File: src/rtl/mbx_pkg.sv
package mbx_pkg;

  typedef enum logic {
    SIDE_L = 1'b0,
    SIDE_R = 1'b1
  } side_e;

  localparam int unsigned NUM_SIDES = 2;

  // returns the index of the opposite port
  function automatic int unsigned peer_of(input int unsigned idx);
    return (idx == 0) ? 1 : 0;
  endfunction

endpackage

File: src/rtl/mbx_port_decode.sv
module mbx_port_decode
  import mbx_pkg::*;
#(
  parameter int unsigned AW   = 13,
  parameter side_e       SIDE = SIDE_L
) (
  input  logic          clk,
  input  logic          rst,
  input  logic          en_i,
  input  logic          wr_i,
  input  logic          oe_i,
  input  logic [AW-1:0] addr_i,
  input  logic          busy_i,
  output logic          post_o,
  output logic          take_o
);

  localparam logic [AW-1:0] RIGHT_BOX = {AW{1'b1}};
  localparam logic [AW-1:0] LEFT_BOX  = {{(AW-1){1'b1}}, 1'b0};
  localparam logic [AW-1:0] OWN_BOX   = (SIDE == SIDE_R) ? RIGHT_BOX : LEFT_BOX;
  localparam logic [AW-1:0] PEER_BOX  = (SIDE == SIDE_R) ? LEFT_BOX  : RIGHT_BOX;

  logic hit_own;
  logic hit_peer;
  logic is_write;
  logic is_read;

  always_comb begin
    hit_own  = (addr_i == OWN_BOX);
    hit_peer = (addr_i == PEER_BOX);
    is_write = en_i && wr_i;
    is_read  = en_i && !wr_i && oe_i;
    post_o   = is_write && hit_peer && !busy_i;
    take_o   = is_read  && hit_own  && !busy_i;
  end

  // a busy port produces no request of either kind
  a_r6_busy_no_post : assert property (@(posedge clk) disable iff (rst)
    busy_i |-> !post_o);
  a_r7_busy_no_take : assert property (@(posedge clk) disable iff (rst)
    busy_i |-> !take_o);

endmodule

File: src/rtl/mbx_flag.sv
module mbx_flag (
  input  logic clk,
  input  logic rst,
  input  logic set_i,
  input  logic clr_i,
  output logic int_n_o
);

  logic pending_q;

  always_ff @(posedge clk) begin
    if (rst) begin
      pending_q <= 1'b0;
    end else if (set_i) begin
      pending_q <= 1'b1;
    end else if (clr_i) begin
      pending_q <= 1'b0;
    end
  end

  assign int_n_o = !pending_q;

  a_r8_set_wins : assert property (@(posedge clk) disable iff (rst)
    (set_i && clr_i) |=> !int_n_o);
  a_r10_hold : assert property (@(posedge clk) disable iff (rst)
    (!set_i && !clr_i) |=> $stable(int_n_o));

endmodule

File: src/rtl/mbx_irq_top.sv
module mbx_irq_top
  import mbx_pkg::*;
#(
  parameter int unsigned AW = 13
) (
  input  logic          clk,
  input  logic          rst,
  input  logic          l_en,
  input  logic          l_wr,
  input  logic          l_oe,
  input  logic [AW-1:0] l_addr,
  input  logic          l_busy,
  input  logic          r_en,
  input  logic          r_wr,
  input  logic          r_oe,
  input  logic [AW-1:0] r_addr,
  input  logic          r_busy,
  output logic          l_int_n,
  output logic          r_int_n
);

  localparam logic [AW-1:0] TOP_ADDR  = {AW{1'b1}};
  localparam logic [AW-1:0] NEXT_ADDR = {{(AW-1){1'b1}}, 1'b0};

  logic          en_a   [NUM_SIDES];
  logic          wr_a   [NUM_SIDES];
  logic          oe_a   [NUM_SIDES];
  logic [AW-1:0] addr_a [NUM_SIDES];
  logic          busy_a [NUM_SIDES];
  logic          post_a [NUM_SIDES];
  logic          take_a [NUM_SIDES];
  logic          intn_a [NUM_SIDES];

  assign en_a[0]   = l_en;
  assign wr_a[0]   = l_wr;
  assign oe_a[0]   = l_oe;
  assign addr_a[0] = l_addr;
  assign busy_a[0] = l_busy;
  assign en_a[1]   = r_en;
  assign wr_a[1]   = r_wr;
  assign oe_a[1]   = r_oe;
  assign addr_a[1] = r_addr;
  assign busy_a[1] = r_busy;

  for (genvar g = 0; g < NUM_SIDES; g++) begin : g_side
    localparam side_e THIS_SIDE = (g == 0) ? SIDE_L : SIDE_R;
    localparam int unsigned PEER = peer_of(g);

    mbx_port_decode #(
      .AW   (AW),
      .SIDE (THIS_SIDE)
    ) u_dec (
      .clk    (clk),
      .rst    (rst),
      .en_i   (en_a[g]),
      .wr_i   (wr_a[g]),
      .oe_i   (oe_a[g]),
      .addr_i (addr_a[g]),
      .busy_i (busy_a[g]),
      .post_o (post_a[g]),
      .take_o (take_a[g])
    );

    // the flag of this side is set by the peer's post, cleared by own take
    mbx_flag u_flag (
      .clk     (clk),
      .rst     (rst),
      .set_i   (post_a[PEER]),
      .clr_i   (take_a[g]),
      .int_n_o (intn_a[g])
    );
  end

  assign l_int_n = intn_a[0];
  assign r_int_n = intn_a[1];

  // port-level checks
  a_r2_left_posts_right : assert property (@(posedge clk) disable iff (rst)
    (l_en && l_wr && (l_addr == TOP_ADDR) && !l_busy) |=> !r_int_n);
  a_r3_right_posts_left : assert property (@(posedge clk) disable iff (rst)
    (r_en && r_wr && (r_addr == NEXT_ADDR) && !r_busy) |=> !l_int_n);
  a_r4_right_ack : assert property (@(posedge clk) disable iff (rst)
    (r_en && !r_wr && r_oe && (r_addr == TOP_ADDR) && !r_busy
     && !(l_en && l_wr && (l_addr == TOP_ADDR) && !l_busy)) |=> r_int_n);
  a_r6_left_busy_no_set : assert property (@(posedge clk) disable iff (rst)
    (r_int_n && l_busy) |=> r_int_n);
  a_r7_right_busy_keeps : assert property (@(posedge clk) disable iff (rst)
    (!r_int_n && r_busy) |=> !r_int_n);
  a_r5_right_only_own_read_clears : assert property (@(posedge clk) disable iff (rst)
    (!r_int_n && !(r_en && !r_wr && r_oe && (r_addr == TOP_ADDR))) |=> !r_int_n);
  a_r9_left_no_spurious_set : assert property (@(posedge clk) disable iff (rst)
    (l_int_n && !(r_en && r_wr && (r_addr == NEXT_ADDR))) |=> l_int_n);

endmodule

File: config.mk
export PLATFORM = sky130hd
export DESIGN_NAME = mbx_irq_top
export DESIGN_NICKNAME = d
export VERILOG_FILES = /design/src/rtl/mbx_pkg.sv /design/src/rtl/mbx_port_decode.sv /design/src/rtl/mbx_flag.sv /design/src/rtl/mbx_irq_top.sv
export SDC_FILE = /design/constraint.sdc
export NUM_CORES = 1
export LEC_CHECK = 0
export ABC_CLOCK_PERIOD_IN_PS = 1700
export BUFFER_PORTS_ARGS = -buffer_cell sky130_fd_sc_hd__buf_2
export CORE_AREA = 10 10 47 49
export CTS_CLUSTER_SIZE = 14
export DETAILED_ROUTE_END_ITERATION = 16
export DIE_AREA = 0 0 57 59
export PLACE_DENSITY_LB_ADDON = 0.12
export SLEW_MARGIN = 20
export SYNTH_ARGS = -nofsm -noshare
export SYNTH_HDL_FRONTEND = slang
export SYNTH_SLANG_ARGS = --single-unit
File: constraint.sdc
create_clock -name clk -period 1.7 [get_ports clk]
set_input_delay 0.085 -clock clk [delete_from_list [all_inputs] [get_ports clk]]
set_output_delay 0.085 -clock clk [all_outputs]
set_load 0.01 [all_outputs]
==> flow_metrics.env <==
export IMPL_num_vias=322
export IMPL_p_clk_share_pct=51.8
export IMPL_postCtsSetupRepairBufs=0
export IMPL_cp_end_kind="register"
export IMPL_top_regs="g_side.u_flag.pending_q x2"
export IMPL_p_sw_mw=0.0384
export IMPL_crit_arrival_ps=950
export IMPL_grt_overflow=0
export IMPL_globalplace_congestion=0.636
export IMPL_core_mm2=0.00140
export IMPL_max_stage_delay_ps=320
export IMPL_clockBufferDepth=2
export IMPL_cts_sinks=2
export IMPL_post_synth_inst_count=21
export IMPL_via_per_inst=4.18
export IMPL_leakagePower_nw=0.199
export IMPL_layout_cells_non_filler=77
export IMPL_synth_mux_area_share_pct=0
export IMPL_powerDensity_mw_per_mm2=485
export IMPL_seqPwrFrac_pct=24.3
export IMPL_grt_usage_pct=5.40
export IMPL_drv_slew=0
export IMPL_placed_cell_area_um2=379
export IMPL_skew_ps=0
export IMPL_synth_distinct_cells=11
export IMPL_cts_root_buf="clkbuf_4"
export IMPL_layout_commonest_cell="buf_2"
export IMPL_grt_pass1_wl_um=1420
export IMPL_synth_area_leaders="dfxtp_1 (23%), nand4b_1 (15%), nand4_1 (14%)"
export IMPL_num_fill_cells=163
export IMPL_crit_type="primary input to register"
export IMPL_ys_seq_elements=2
export IMPL_worstPathCellList="buf_2 > nand4b_1 > nor4_2 > and4b_1 > o31ai_1"
export IMPL_critical_path_top_delay_family="simple AND/OR/NAND/NOR gates"
export IMPL_ctsResizeCount=0
export IMPL_tightest_slew_ps=269
export IMPL_slowest_stage="nor4_2"
export IMPL_avgSynthCellArea_um2=8.28
export IMPL_min_period_ps=849
export IMPL_grt_pass1_vias=359
export IMPL_cp_max_fo=2
export IMPL_maxSlewHeadroom_pct=81.9
export IMPL_p_sw_share_pct=19.7
export IMPL_initial_core_util_pct=12.4
export IMPL_clk_latency_ps=220
export IMPL_synth_top_area_share_pct=23.0
export IMPL_critPathRequiredTime_ps=1800
export IMPL_ys_warnings_count=0
export IMPL_synth_simple_gate_area_share_pct=58.3
export IMPL_critPathLaunchType="primary input"
export IMPL_hp_class="primary input to register"
export IMPL_seq_area_frac_synth_pct=23.0
export IMPL_postRouteWirelength_um=964
export IMPL_hold_viol_final=0
export IMPL_detail_route_iter0_violations=3
export IMPL_synth_xor_area_share_pct=0
export IMPL_numCtsBuffers=3
export IMPL_ios=38
export IMPL_finalNetCount=99
export IMPL_clk_pin_slew_worst_paths_ps=30
export IMPL_placed_cells=74
export IMPL_stdcell_area_um2=402
export IMPL_grt_antenna_before_repair=0
export IMPL_wire_per_inst_um=12.5
export IMPL_tns_ps=0
export IMPL_power_frac_comb_pct=23.9
export IMPL_fmax_mhz=1180
export IMPL_fp_dieW_um=57
export IMPL_regMostFlops="g_side.u_flag.pending_q"
export IMPL_yosysTopAreaCell="dfxtp_1"
export IMPL_drtAntennaViolNets=0
export IMPL_syn_nets=57
export IMPL_total_power_mw=0.195
export IMPL_rsz0062_at_grt="no"
export IMPL_final_cell_mix="buf_2 (37), nand4_1 (4), nand4b_1 (3), clkbuf_4 (3)"
export IMPL_hold_slack_ps=101
export IMPL_dieArea_mm2=0.00336
export IMPL_diodes=0
export IMPL_drv_cap=0
export IMPL_synth_adder_area_share_pct=0
export IMPL_hold_buffers=0
export IMPL_ir_worst_vdd_mv=0.0887
export IMPL_p_int_mw=0.157
export IMPL_die_y_um=59
export IMPL_finalSetupViolations=0
export IMPL_post_route_period_util_pct=49.9
export IMPL_area_growth_pct=131
export IMPL_grt_max_degree=5
export IMPL_rows=14
export IMPL_drcViolationCount=0
export IMPL_port_buffers=37
export IMPL_dr_pass1_iters=4
export IMPL_drive_gt1_share_pct=68.9
export IMPL_r2r_slack_ps=960
export IMPL_largest_reg_flops=2
export IMPL_synth_top_family_by_area="simple AND/OR/NAND/NOR gates"
export IMPL_status="completed"
export IMPL_syn_area_um2=174
export IMPL_cts_tree="yes"
export IMPL_synth_compound_area_share_pct=14.4
export IMPL_critPathBufInv=1
export IMPL_htreeDepth=1
==> through the flow <==
stage	util, %	setup WS, ps
2_1_floorplan	-	802
3_3_place_gp	27.1	584
3_5_place_dp	27.1	581
4_1_cts	28.7	817
5_1_grt	28.7	763
6_report	28.7	851
==> cells in the mapped netlist <==
cell,number
nand4b_1,3
inv_1,2
dfxtp_1,2
nor2_1,2
nor4_2,2
nand2_1,2
nand4_1,4
o31ai_1,1
a31o_1,1
a311oi_1,1
and4b_1,1
==> layout make-up <==
| class | count | area (µm²) | share of cell area, % |
|---|---|---|---|
| timing repair buffer | 37 | 185 | 46.1 |
| multi-input combinational | 17 | 126 | 31.5 |
| sequential | 2 | 40.0 | 9.97 |
| clock buffer | 3 | 22.5 | 5.61 |
| tap | 16 | 20.0 | 4.98 |
| inverter | 2 | 7.51 | 1.87 |
==> routing by layer <==
metal | track usage (%) | wire length [µm]
met4 | 4.03 | 0
met1 | 4.04 | 299
met3 | 2.15 | 71
met2 | 10.7 | 593
met5 | 0 | 0
==> power groups by stage <==
stage / Combinational (mW) / Clock (mW) / Sequential (mW)
2_1_floorplan: 0.00689 / 0 / 0.0479
3_3_place_gp: 0.0470 / 0 / 0.0479
3_5_place_dp: 0.0472 / 0 / 0.0479
4_1_cts: 0.0471 / 0.106 / 0.0473
5_1_grt: 0.0520 / 0.112 / 0.0473
6_report: 0.0466 / 0.101 / 0.0473
==> path summary, 6_finish.rpt <==
check	start	endpoint	depth (start not counted)
hold reg to reg	g_side[1].u_flag.pending_q$_SDFFE_PP0P_	g_side[1].u_flag.pending_q$_SDFFE_PP0P_	2
setup / recovery	r_busy	g_side[1].u_flag.pending_q$_SDFFE_PP0P_	5
hold / removal	rst	g_side[1].u_flag.pending_q$_SDFFE_PP0P_	2
setup reg to reg	g_side[0].u_flag.pending_q$_SDFFE_PP0P_	g_side[0].u_flag.pending_q$_SDFFE_PP0P_	3
==> logic make-up (layout without fill, tap and decap cells) <==
family          count (synthesis)  after routing
compound gates                  3              3
buf+inv                         2             42
flops                           2              2
simple gates                   14             14
Note: power is estimated with default switching activity, not from simulation.
